File: config.mk
export PLATFORM = sky130hd
export DESIGN_NAME = lsu_byte_lane
export DESIGN_NICKNAME = d
export VERILOG_FILES = /design/src/rtl/lsu_pkg.sv /design/src/rtl/lsu_store_lane.sv /design/src/rtl/lsu_load_lane.sv /design/src/rtl/lsu_byte_lane.sv
export SDC_FILE = /design/constraint.sdc
export NUM_CORES = 1
export LEC_CHECK = 0
export BUFFER_PORTS_ARGS = -buffer_cell sky130_fd_sc_hd__buf_2
export CAP_MARGIN = 20
export CORE_ASPECT_RATIO = 0.9
export CORE_MARGIN = 1
export CORE_UTILIZATION = 25
export DETAILED_ROUTE_END_ITERATION = 8
export GPL_TIMING_DRIVEN = 0
export PLACE_DENSITY = 0.63
export SYNTH_ARGS = -nofsm -noshare
export SYNTH_HDL_FRONTEND = slang
export SYNTH_HIERARCHICAL = 1
export SYNTH_SLANG_ARGS = --single-unit
File: constraint.sdc
create_clock -name vclk -period 1.55
set_input_delay 0.2325 -clock vclk [all_inputs]
set_output_delay 0.2325 -clock vclk [all_outputs]
set_load 0.01 [all_outputs]
File: src/rtl/lsu_pkg.sv
package lsu_pkg;

    // Store size codes, equal to the store function field
    typedef enum logic [2:0] {
        ST_BYTE = 3'b000,
        ST_HALF = 3'b001,
        ST_WORD = 3'b010
    } st_kind_e;

    // Load codes, equal to the load function field
    typedef enum logic [2:0] {
        LD_BYTE  = 3'b000,
        LD_HALF  = 3'b001,
        LD_WORD  = 3'b010,
        LD_BYTEU = 3'b100,
        LD_HALFU = 3'b101
    } ld_kind_e;

    localparam int LANE_W = 8;
    localparam int HALF_W = 16;

endpackage

File: src/rtl/lsu_store_lane.sv
module lsu_store_lane
    import lsu_pkg::*;
#(
    parameter int DATA_W = 32,
    parameter int LANES  = DATA_W / LANE_W,
    parameter int OFS_W  = $clog2(LANES)
) (
    input  logic              en,
    input  logic [2:0]        kind,
    input  logic [OFS_W-1:0]  ofs,
    input  logic [DATA_W-1:0] src,
    output logic [LANES-1:0]  mask,
    output logic [DATA_W-1:0] wdata
);

    localparam int HALVES = DATA_W / HALF_W;

    typedef struct packed {
        logic [LANES-1:0]  mask;
        logic [DATA_W-1:0] data;
    } st_out_t;

    logic [DATA_W-1:0] byte_rep;
    logic [DATA_W-1:0] half_rep;
    logic [OFS_W-1:0]  half_base;
    st_out_t           st_d;

    // Copy the low byte / halfword into every lane / half
    for (genvar g = 0; g < LANES; g++) begin : g_byte_rep
        assign byte_rep[g*LANE_W +: LANE_W] = src[LANE_W-1:0];
    end
    for (genvar g = 0; g < HALVES; g++) begin : g_half_rep
        assign half_rep[g*HALF_W +: HALF_W] = src[HALF_W-1:0];
    end

    // First lane of the addressed halfword; the odd-byte bit is dropped
    assign half_base = {ofs[OFS_W-1:1], 1'b0};

    always_comb begin
        st_d = '0;
        case (kind)
            ST_BYTE: begin
                st_d.mask = LANES'(1) << ofs;
                st_d.data = byte_rep;
            end
            ST_HALF: begin
                st_d.mask = LANES'(3) << half_base;
                st_d.data = half_rep;
            end
            ST_WORD: begin
                st_d.mask = '1;
                st_d.data = src;
            end
            default: begin
                st_d.mask = '0;
                st_d.data = src;
            end
        endcase
        if (!en) begin
            st_d.mask = '0;
        end
    end

    assign mask  = st_d.mask;
    assign wdata = st_d.data;

endmodule

File: src/rtl/lsu_load_lane.sv
module lsu_load_lane
    import lsu_pkg::*;
#(
    parameter int DATA_W = 32,
    parameter int LANES  = DATA_W / LANE_W,
    parameter int OFS_W  = $clog2(LANES)
) (
    input  logic [2:0]        kind,
    input  logic [OFS_W-1:0]  ofs,
    input  logic [DATA_W-1:0] word,
    output logic [DATA_W-1:0] result
);

    typedef struct packed {
        logic [LANE_W-1:0] b_sel;
        logic [HALF_W-1:0] h_sel;
        logic [DATA_W-1:0] res;
    } ld_out_t;

    ld_out_t ld_d;

    always_comb begin
        ld_d       = '0;
        ld_d.b_sel = word[{ofs, 3'b000} +: LANE_W];
        ld_d.h_sel = word[{ofs[OFS_W-1:1], 4'b0000} +: HALF_W];
        case (kind)
            LD_BYTE:  ld_d.res = {{(DATA_W-LANE_W){ld_d.b_sel[LANE_W-1]}}, ld_d.b_sel};
            LD_BYTEU: ld_d.res = {{(DATA_W-LANE_W){1'b0}}, ld_d.b_sel};
            LD_HALF:  ld_d.res = {{(DATA_W-HALF_W){ld_d.h_sel[HALF_W-1]}}, ld_d.h_sel};
            LD_HALFU: ld_d.res = {{(DATA_W-HALF_W){1'b0}}, ld_d.h_sel};
            LD_WORD:  ld_d.res = word;
            default:  ld_d.res = '0;
        endcase
    end

    assign result = ld_d.res;

endmodule

File: src/rtl/lsu_byte_lane.sv
module lsu_byte_lane
    import lsu_pkg::*;
(
    input  logic        st_en,
    input  logic [2:0]  st_kind,
    input  logic [1:0]  st_ofs,
    input  logic [31:0] st_src,
    output logic [3:0]  st_mask,
    output logic [31:0] st_data,
    input  logic [2:0]  ld_kind,
    input  logic [1:0]  ld_ofs,
    input  logic [31:0] ld_word,
    output logic [31:0] ld_result
);

    localparam int DATA_W = 32;
    localparam int LANES  = DATA_W / LANE_W;
    localparam int OFS_W  = $clog2(LANES);

    lsu_store_lane #(
        .DATA_W (DATA_W),
        .LANES  (LANES),
        .OFS_W  (OFS_W)
    ) store_i (
        .en    (st_en),
        .kind  (st_kind),
        .ofs   (st_ofs),
        .src   (st_src),
        .mask  (st_mask),
        .wdata (st_data)
    );

    lsu_load_lane #(
        .DATA_W (DATA_W),
        .LANES  (LANES),
        .OFS_W  (OFS_W)
    ) load_i (
        .kind   (ld_kind),
        .ofs    (ld_ofs),
        .word   (ld_word),
        .result (ld_result)
    );

    // Store-side checks against the unit's outputs
    always_comb begin

        st_idle_chk: assert (st_en || st_mask == 4'b0000)
            else $error("mask open while store disabled");
        if (st_en && st_kind == ST_BYTE) begin

            st_byte_mask_chk: assert ($countones(st_mask) == 1 && st_mask[st_ofs])
                else $error("byte store mask %b", st_mask);

            st_byte_data_chk: assert (st_data[{st_ofs, 3'b000} +: 8] == st_src[7:0])
                else $error("byte store lane data wrong");
        end
        if (st_en && st_kind == ST_HALF) begin

            st_half_mask_chk: assert ($countones(st_mask) == 2 && st_mask[{st_ofs[1], 1'b0}])
                else $error("half store mask %b", st_mask);

            st_half_data_chk: assert (st_data[{st_ofs[1], 4'b0000} +: 16] == st_src[15:0])
                else $error("half store lane data wrong");
        end

        st_word_chk: assert (!(st_en && st_kind == ST_WORD) || (st_mask == 4'b1111 && st_data == st_src))
            else $error("word store wrong");
    end

    // Load-side checks on the fill bits
    always_comb begin

        ld_sbyte_fill_chk: assert (ld_kind != LD_BYTE ||
                                   ld_result[31:8] == {24{ld_result[7]}})
            else $error("signed byte fill wrong");

        ld_ubyte_fill_chk: assert (ld_kind != LD_BYTEU || ld_result[31:8] == 24'h0)
            else $error("unsigned byte fill wrong");

        ld_shalf_fill_chk: assert (ld_kind != LD_HALF ||
                                   ld_result[31:16] == {16{ld_result[15]}})
            else $error("signed half fill wrong");

        ld_uhalf_fill_chk: assert (ld_kind != LD_HALFU || ld_result[31:16] == 16'h0)
            else $error("unsigned half fill wrong");

        ld_word_pass_chk: assert (ld_kind != LD_WORD || ld_result == ld_word)
            else $error("word load altered");
    end

endmodule

* Word level (Yosys, flattened, before mapping)
Cells that the tools add are included.
** Storage, ports and cells
- Register bits after elaboration :: 0
- Input port bits :: 75
- Output and inout port bits :: 68
- Logic and storage cells :: 15
** Operators by class
- Eq/ne operators :: 6
- Shifts and indexed selects :: 4
- Multiplexer cells :: 3
- Reduce and logical (&&, ||, !) cells :: 2
** Operator list (count)
- $pmux 32 s5 :: 1
- $pmux 36 s3 :: 1
- $shiftx 32x6->16 :: 1
- $shiftx 32x6->8 :: 1
- $eq 3x1->1 const B :: 2
- $eq 3x2->1 const B :: 2
- $eq 3x3->1 const B :: 2
- $logic_not 3->1 :: 2
- $mux 4 :: 1
- $shl 1x2->4 const A :: 1
- $shl 2x2->4 const A :: 1

* Depth between registers and ports, before layout
Gate-level depths: netlist of the first run.
- Word-level depth :: 3
- Gate-level depth with buffers :: 6
- Depth with buffers taken out :: 3

* Modules after synthesis
Netlist of the first run, hierarchy kept.
** Modules (own cells, without submodules)
- lsu_load_lane :: times used 1, cells each 109, area each 785.8 um^2, sequential area each 0.0 um^2
- lsu_store_lane :: times used 1, cells each 67, area each 509.2 um^2, sequential area each 0.0 um^2

* Worst setup path after synthesis of the first run
OpenSTA, ideal clock, no wires.
- Path type :: input to output
- Start :: input port ld_kind[1]
- End :: output port ld_result[0]
- Arrival :: 1.252 ns
- Required time :: 1.317 ns
- Setup slack :: 0.066 ns
- Stages :: 5
- Buffers on the path :: 2
- Cells stage by stage :: buf_6 > or3b_1 > buf_2 > nand2b_4 > a32oi_1
** On the way
- Word-level cells in the longest chain between the ends :: 2
- Elaborated cells between the ends (all ways) :: 6
- Those cells by class :: 4 x eq/ne; 1 x mux; 1 x reduce/logical
** Ends and longest elaborated chain
- start: declaration :: RTL line lsu_byte_lane.sv:10 : input logic [2:0] ld_kind,
- $eq 3x2->1 (tied with other cells) :: RTL line lsu_load_lane.sv:26 : case (kind)
- $pmux 32 s5 * :: RTL line lsu_load_lane.sv:26
- end: declaration :: RTL line lsu_byte_lane.sv:13 : output logic [31:0] ld_result
Every way passes the cells marked *; elsewhere a longest branch is shown, timed or not.

* Final worst setup path of the first run
- Start :: input port ld_ofs[0]
- End :: output port ld_result[14]
** On the way
- Word-level cells in the longest chain between the ends :: 2
** Ends and longest elaborated chain
- start: declaration :: RTL line lsu_byte_lane.sv:11 : input logic [1:0] ld_ofs,
- $shiftx 32x6->8 :: RTL line lsu_load_lane.sv:24 : ld_d.b_sel = word[{ofs, 3'b000} +: LANE_W];
- $pmux 32 s5 :: RTL line lsu_load_lane.sv:26
No other way between the ends.

==> results of run 1 <==
[per-layer routing]
metal	vias up	track usage
met3	2	0.00654
met2	86	0.323
li1	967	-
met4	0	0.00839
met1	917	0.277
met5	-	0
[critical path: cells and delay by family]
kind	cells	cell delay (ps)
buffers and inverters	3	440
AO/OA/AOI/OAI	2	430
multiplexers	1	300
[area by class of cell]
type / instances / area share
tap: 65 / 0.0344
timing repair buffer: 151 / 0.359
multi-input combinational: 146 / 0.507
inverter: 3 / 0.00477
buffer: 26 / 0.0949
[cells in the final DEF (no fill, tap or decap), types with 3 or more instances in the layout]
cell type / instances
a21oi_1: 12
nor2_1: 14
a221o_1: 6
nand2_1: 10
buf_4: 15
o221ai_2: 8
o211ai_1: 16
buf_12: 4
mux2i_2: 3
o21ai_0: 4
nand2b_1: 3
nand3_1: 16
buf_6: 11
inv_1: 3
mux2i_1: 11
buf_2: 142
nor2_2: 4
mux2_2: 15
[cells by family (layout without fill, tap and decap cells)]
kind of cell | Yosys count | in the layout
buf+inv | 30 | 180
mux | 34 | 34
simple gates | 60 | 60
compound gates | 52 | 52
[final timing paths]
path / slack [ps] / cells after the start / startpoint / endpoint
worst max-delay path: -100 / 6 / ld_ofs[0] / ld_result[14]
worst min-delay path: 770 / 3 / st_src[5] / st_data[5]
[synthesized netlist by cell type (all sizes together) (2+ instances only)]
master and number:
nor3b 2, nand2 10, o21ai 5, nand2b 5, buf 23, a21oi 12
a221o 6, o211ai 16, a32oi 2, o221ai 8, inv 3, nor2 19
nor2b 2, clkbuf 4, mux2 19, nand3 16, mux2i 15
[timing repair]
item                       CTS  global route
setup endpoints to repair   37            32
pin swaps                    7             3
resized for setup           27            19
cloned                       2             0
setup buffers                9             0
hold buffers                 0             0
[power by group through the flow]
stage / Combinational [mW] / Clock, mW / Sequential (mW)
2_1_floorplan: 0.369 / 0 / 0
3_3_place_gp: 0.655 / 0 / 0
3_5_place_dp: 0.658 / 0 / 0
4_1_cts: 0.724 / 0 / 0
5_1_grt: 0.815 / 0 / 0
6_report: 0.760 / 0 / 0
==> impl_metrics.tcl, run 1 <==
set metrics [dict create \
    fin_crit_ps 1650 \
    status "finished with violations" \
    die_h_um 70.3 \
    endpoint_kind "output port" \
    setup_tns_ps -1990 \
    antenna_found_initial 0 \
    diodes 0 \
    power_leakage_nw 1.22 \
    vias 1972 \
    hp-class "input pin to output port" \
    crit_required_ps 1320 \
    syn_to_final_growth_pct 82.3 \
    fin_cells 391 \
    maxSlewHeadroom 0.714 \
    dr.pass1.iters 4 \
    drt_iter0_markers 84 \
    critPathMaxFanout 6 \
    port_buffers 140 \
    synthXorXnorAreaFrac 0 \
    crit_chain "buf_8 -> mux2_4 -> a22oi_4 -> buf_6 -> o221ai_2 -> buf_2" \
    p_per_area_nw_per_um2 322 \
    synth_area_um2 1290 \
    setup_viol 29 \
    violations "setup timing" \
    crit_type "input pin to output port" \
    synth_top_family_by_area "compound AO/OA/AOI/OAI gates" \
    fp.coreArea_um2 4920 \
    synth_nets 251 \
    clock_buffers 0 \
    yosys_warnings 6 \
    grt_pass1_vias 1742 \
    fillCellCount 500 \
    p_comb_frac 1.000 \
    place.gp.congestion 0.802 \
    crit_arrival_ps 1410 \
    finalNetCount 403 \
    dpl.hpwl_mm 4.41 \
    final.setup.worst_slack_ps -97.1 \
    synth_compound_area_frac 0.308 \
    row_count 24 \
    crit_slowest_cell "a22oi_4" \
    dpl.cell_count 381 \
    synth_top_area_share 0.148 \
    worstMarginPinSlew_ps 429 \
    cap_violations 0 \
    irDropWorstVdd_mv 0.129 \
    drive_gt1_frac 0.669 \
    power.internal_uw 381 \
    synth_cell_types 33 \
    grt_overflow_total 0 \
    ys_seq_area_frac 0 \
    hold_viol 0 \
    wl_met3_um 307 \
    multiInputGateArea_um2 1200 \
    critPathMaxStageDelay_ps 340 \
    die_area_um2 5470 \
    finalCritPeriodShare 1.06 \
    whs_ps 773 \
    ios 143 \
    fin_area_um2 2360 \
    top_layer "met4" \
    wl_met2_mm 2.82 \
    ant_nets 0 \
    avgSynthCellArea_um2 7.36 \
    grt_pass1_wl_mm 8.67 \
    seq_cells 0 \
    max_freq_mhz 607 \
    wl_mm 5.59 \
    synth-simple-area-share 0.254 \
    slew_viol_final 0 \
    start_kind "input pin" \
    wl_per_cell_um 14.3 \
    synth_area_leaders "mux2_2 (15%), mux2i_1 (12%), o211ai_1 (9.3%), nand3_1 (6.2%), buf_4 (5.8%)" \
    start_util 0.263 \
    switchingPower_uw 379 \
    drt-vias-per-instance 5.04 \
    regArea_um2 0 \
    die_w_um 77.9 \
    swShare 0.499 \
    rsz0062_at_grt "true" \
    met1_length_mm 2.44 \
    grt_max_degree 11 \
    muxShareOfSynthArea 0.281 \
    synth_top_area_cell "mux2_2" \
    drc 0 \
    synthCells 176 \
    grtUsageTotal 0.190 \
    dp_slack_ps -250 \
    place_area_um2 2080 \
    power_frac_clock 0 \
    fin_util 0.479 \
    seqPwrFrac 0 \
    total_power_uw 760 \
    synth-adder-area-share 0 \
]
No activity file was read; power rests on OpenSTA's default activity.
==> inputs of run 2 (changes only) <==
==> constraint.sdc (replaced) <==
create_clock -name vclk -period 1.55
set_input_delay 0.2325 -clock vclk [all_inputs]
set_output_delay 0.2325 -clock vclk [all_outputs]
set_load 0.1 [all_outputs]
==> run 2 against run 1 <==
- the flow still finishes with violations (setup timing)
- sequential share of layout area did not move
- final cell count rose by 1.8%
- combinational power rose to 2.7 times the previous value
- clock-buffer cell count did not move
- fmax fell by 3.3%
- hold slack improved by 98 ps
- via count rose by 4.3%
- critical endpoint is now ld_result[29]
- highest routed layer unchanged
==> impl_metrics.tcl, run 2 (synthesis results as in run 1) <==
set metrics [dict create \
    drive_gt1_frac 0.760 \
    final_common_cell "buf_2" \
    port_buffers 140 \
    multiInputGateArea_um2 1510 \
    dpl.hpwl_mm 4.63 \
    p_per_area_nw_per_um2 651 \
    grt_pass1_wl_mm 10.3 \
    row_count 24 \
    start_util 0.263 \
    grtUsageTotal 0.232 \
    die_w_um 77.9 \
    maxSlewHeadroom 0.672 \
    place_area_um2 2330 \
    place.gp.congestion 0.949 \
    antenna_found_initial 0 \
    wl_mm 6.59 \
    crit_type "input pin to output port" \
    syn_to_final_growth_pct 142 \
    die_area_um2 5470 \
    drt_iter0_markers 78 \
    drt-vias-per-instance 5.17 \
    setup_viol 32 \
    ant_nets 0 \
    crit_arrival_ps 1470 \
    diodes 0 \
    slew_viol_final 0 \
    power_frac_clock 0 \
    max_freq_mhz 587 \
    worstMarginPinSlew_ps 496 \
    ios 143 \
    fin_crit_ps 1700 \
    swShare 0.696 \
    vias 2056 \
    cap_violations 0 \
    power_leakage_nw 1.41 \
    p_comb_frac 1.000 \
    seq_cells 0 \
    final_cell_mix "buf_2 (78), buf_6 (43), buf_4 (43), mux2_2 (17)" \
    seqPwrFrac 0 \
    critPathMaxFanout 5 \
    switchingPower_mw 1.42 \
    regArea_um2 0 \
    die_h_um 70.3 \
    grt_pass1_vias 2148 \
    power.internal_uw 619 \
    grt_overflow_total 0 \
    hp-class "input pin to output port" \
    wl_per_cell_um 16.5 \
    drc 0 \
    grt_max_degree 11 \
    finalCritPeriodShare 1.10 \
    fin_area_um2 3130 \
    endpoint_kind "output port" \
    clock_buffers 0 \
    rsz0062_at_grt "true" \
    fillCellCount 430 \
    status "finished with violations" \
    violations "setup timing" \
    final.setup.worst_slack_ps -154 \
    crit_required_ps 1320 \
    irDropWorstVdd_mv 0.428 \
    start_kind "input pin" \
    fp.coreArea_um2 4920 \
    hold_viol 0 \
    total_power_mw 2.04 \
    finalNetCount 410 \
    dr.pass1.iters 4 \
]
## run 2: metal layers
metal | share of wire | global-route usage
met1 | 0.39 | 0.262
met4 | 0.017 | 0.0482
met3 | 0.051 | 0.0209
met2 | 0.55 | 0.464
met5 | 0 | 0
## run 2: layout make-up
cell class                 instances  area share
buffer                            25      0.0807
timing repair buffer             159       0.408
multi-input combinational        146       0.481
tap                               65      0.0260
inverter                           3     0.00360
## run 2: critical path, stage by stage
cell and delay, ps:
buf_8 100, mux2_4 300, a22oi_4 310, buf_6 180
o211ai_1 120, buf_6 210
## run 2: path summary, 6_finish.rpt
path                       start       endpoint  slack (ps)  depth (start not counted)
worst max-delay path   ld_ofs[0]  ld_result[29]        -150                          6
worst min-delay path  ld_word[5]   ld_result[5]         870                          3
## run 2: repair_timing
| action | in CTS | in global routing |
|---|---|---|
| pin swaps | 24 | 3 |
| endpoints found under the setup margin | 56 | 38 |
| resized for setup | 161 | 25 |
| gates cloned | 3 | 0 |
| hold buffers | 0 | 0 |
| buffers inserted | 12 | 4 |
## run 2: per-stage QoR
stage	hold slack, ps	TNS (ps)	util	setup slack (ps)	cells
floorplan	677	-24350	-	-991	176
global placement	979	-16380	0.472	-619	381
detailed placement	982	-16540	0.472	-614	381
CTS	870	-3020	0.608	-147	394
global route	876	-4770	0.636	-189	398
finish	871	-3910	0.636	-154	398
## run 2: power by group through the flow
stage                     clock, mW  sequential, mW  combinational (mW)
after global routing              0               0                2.10
after CTS                         0               0                1.98
final                             0               0                2.04
after detailed placement          0               0                1.69
after floorplan                   0               0                1.39
after global placement            0               0                1.68
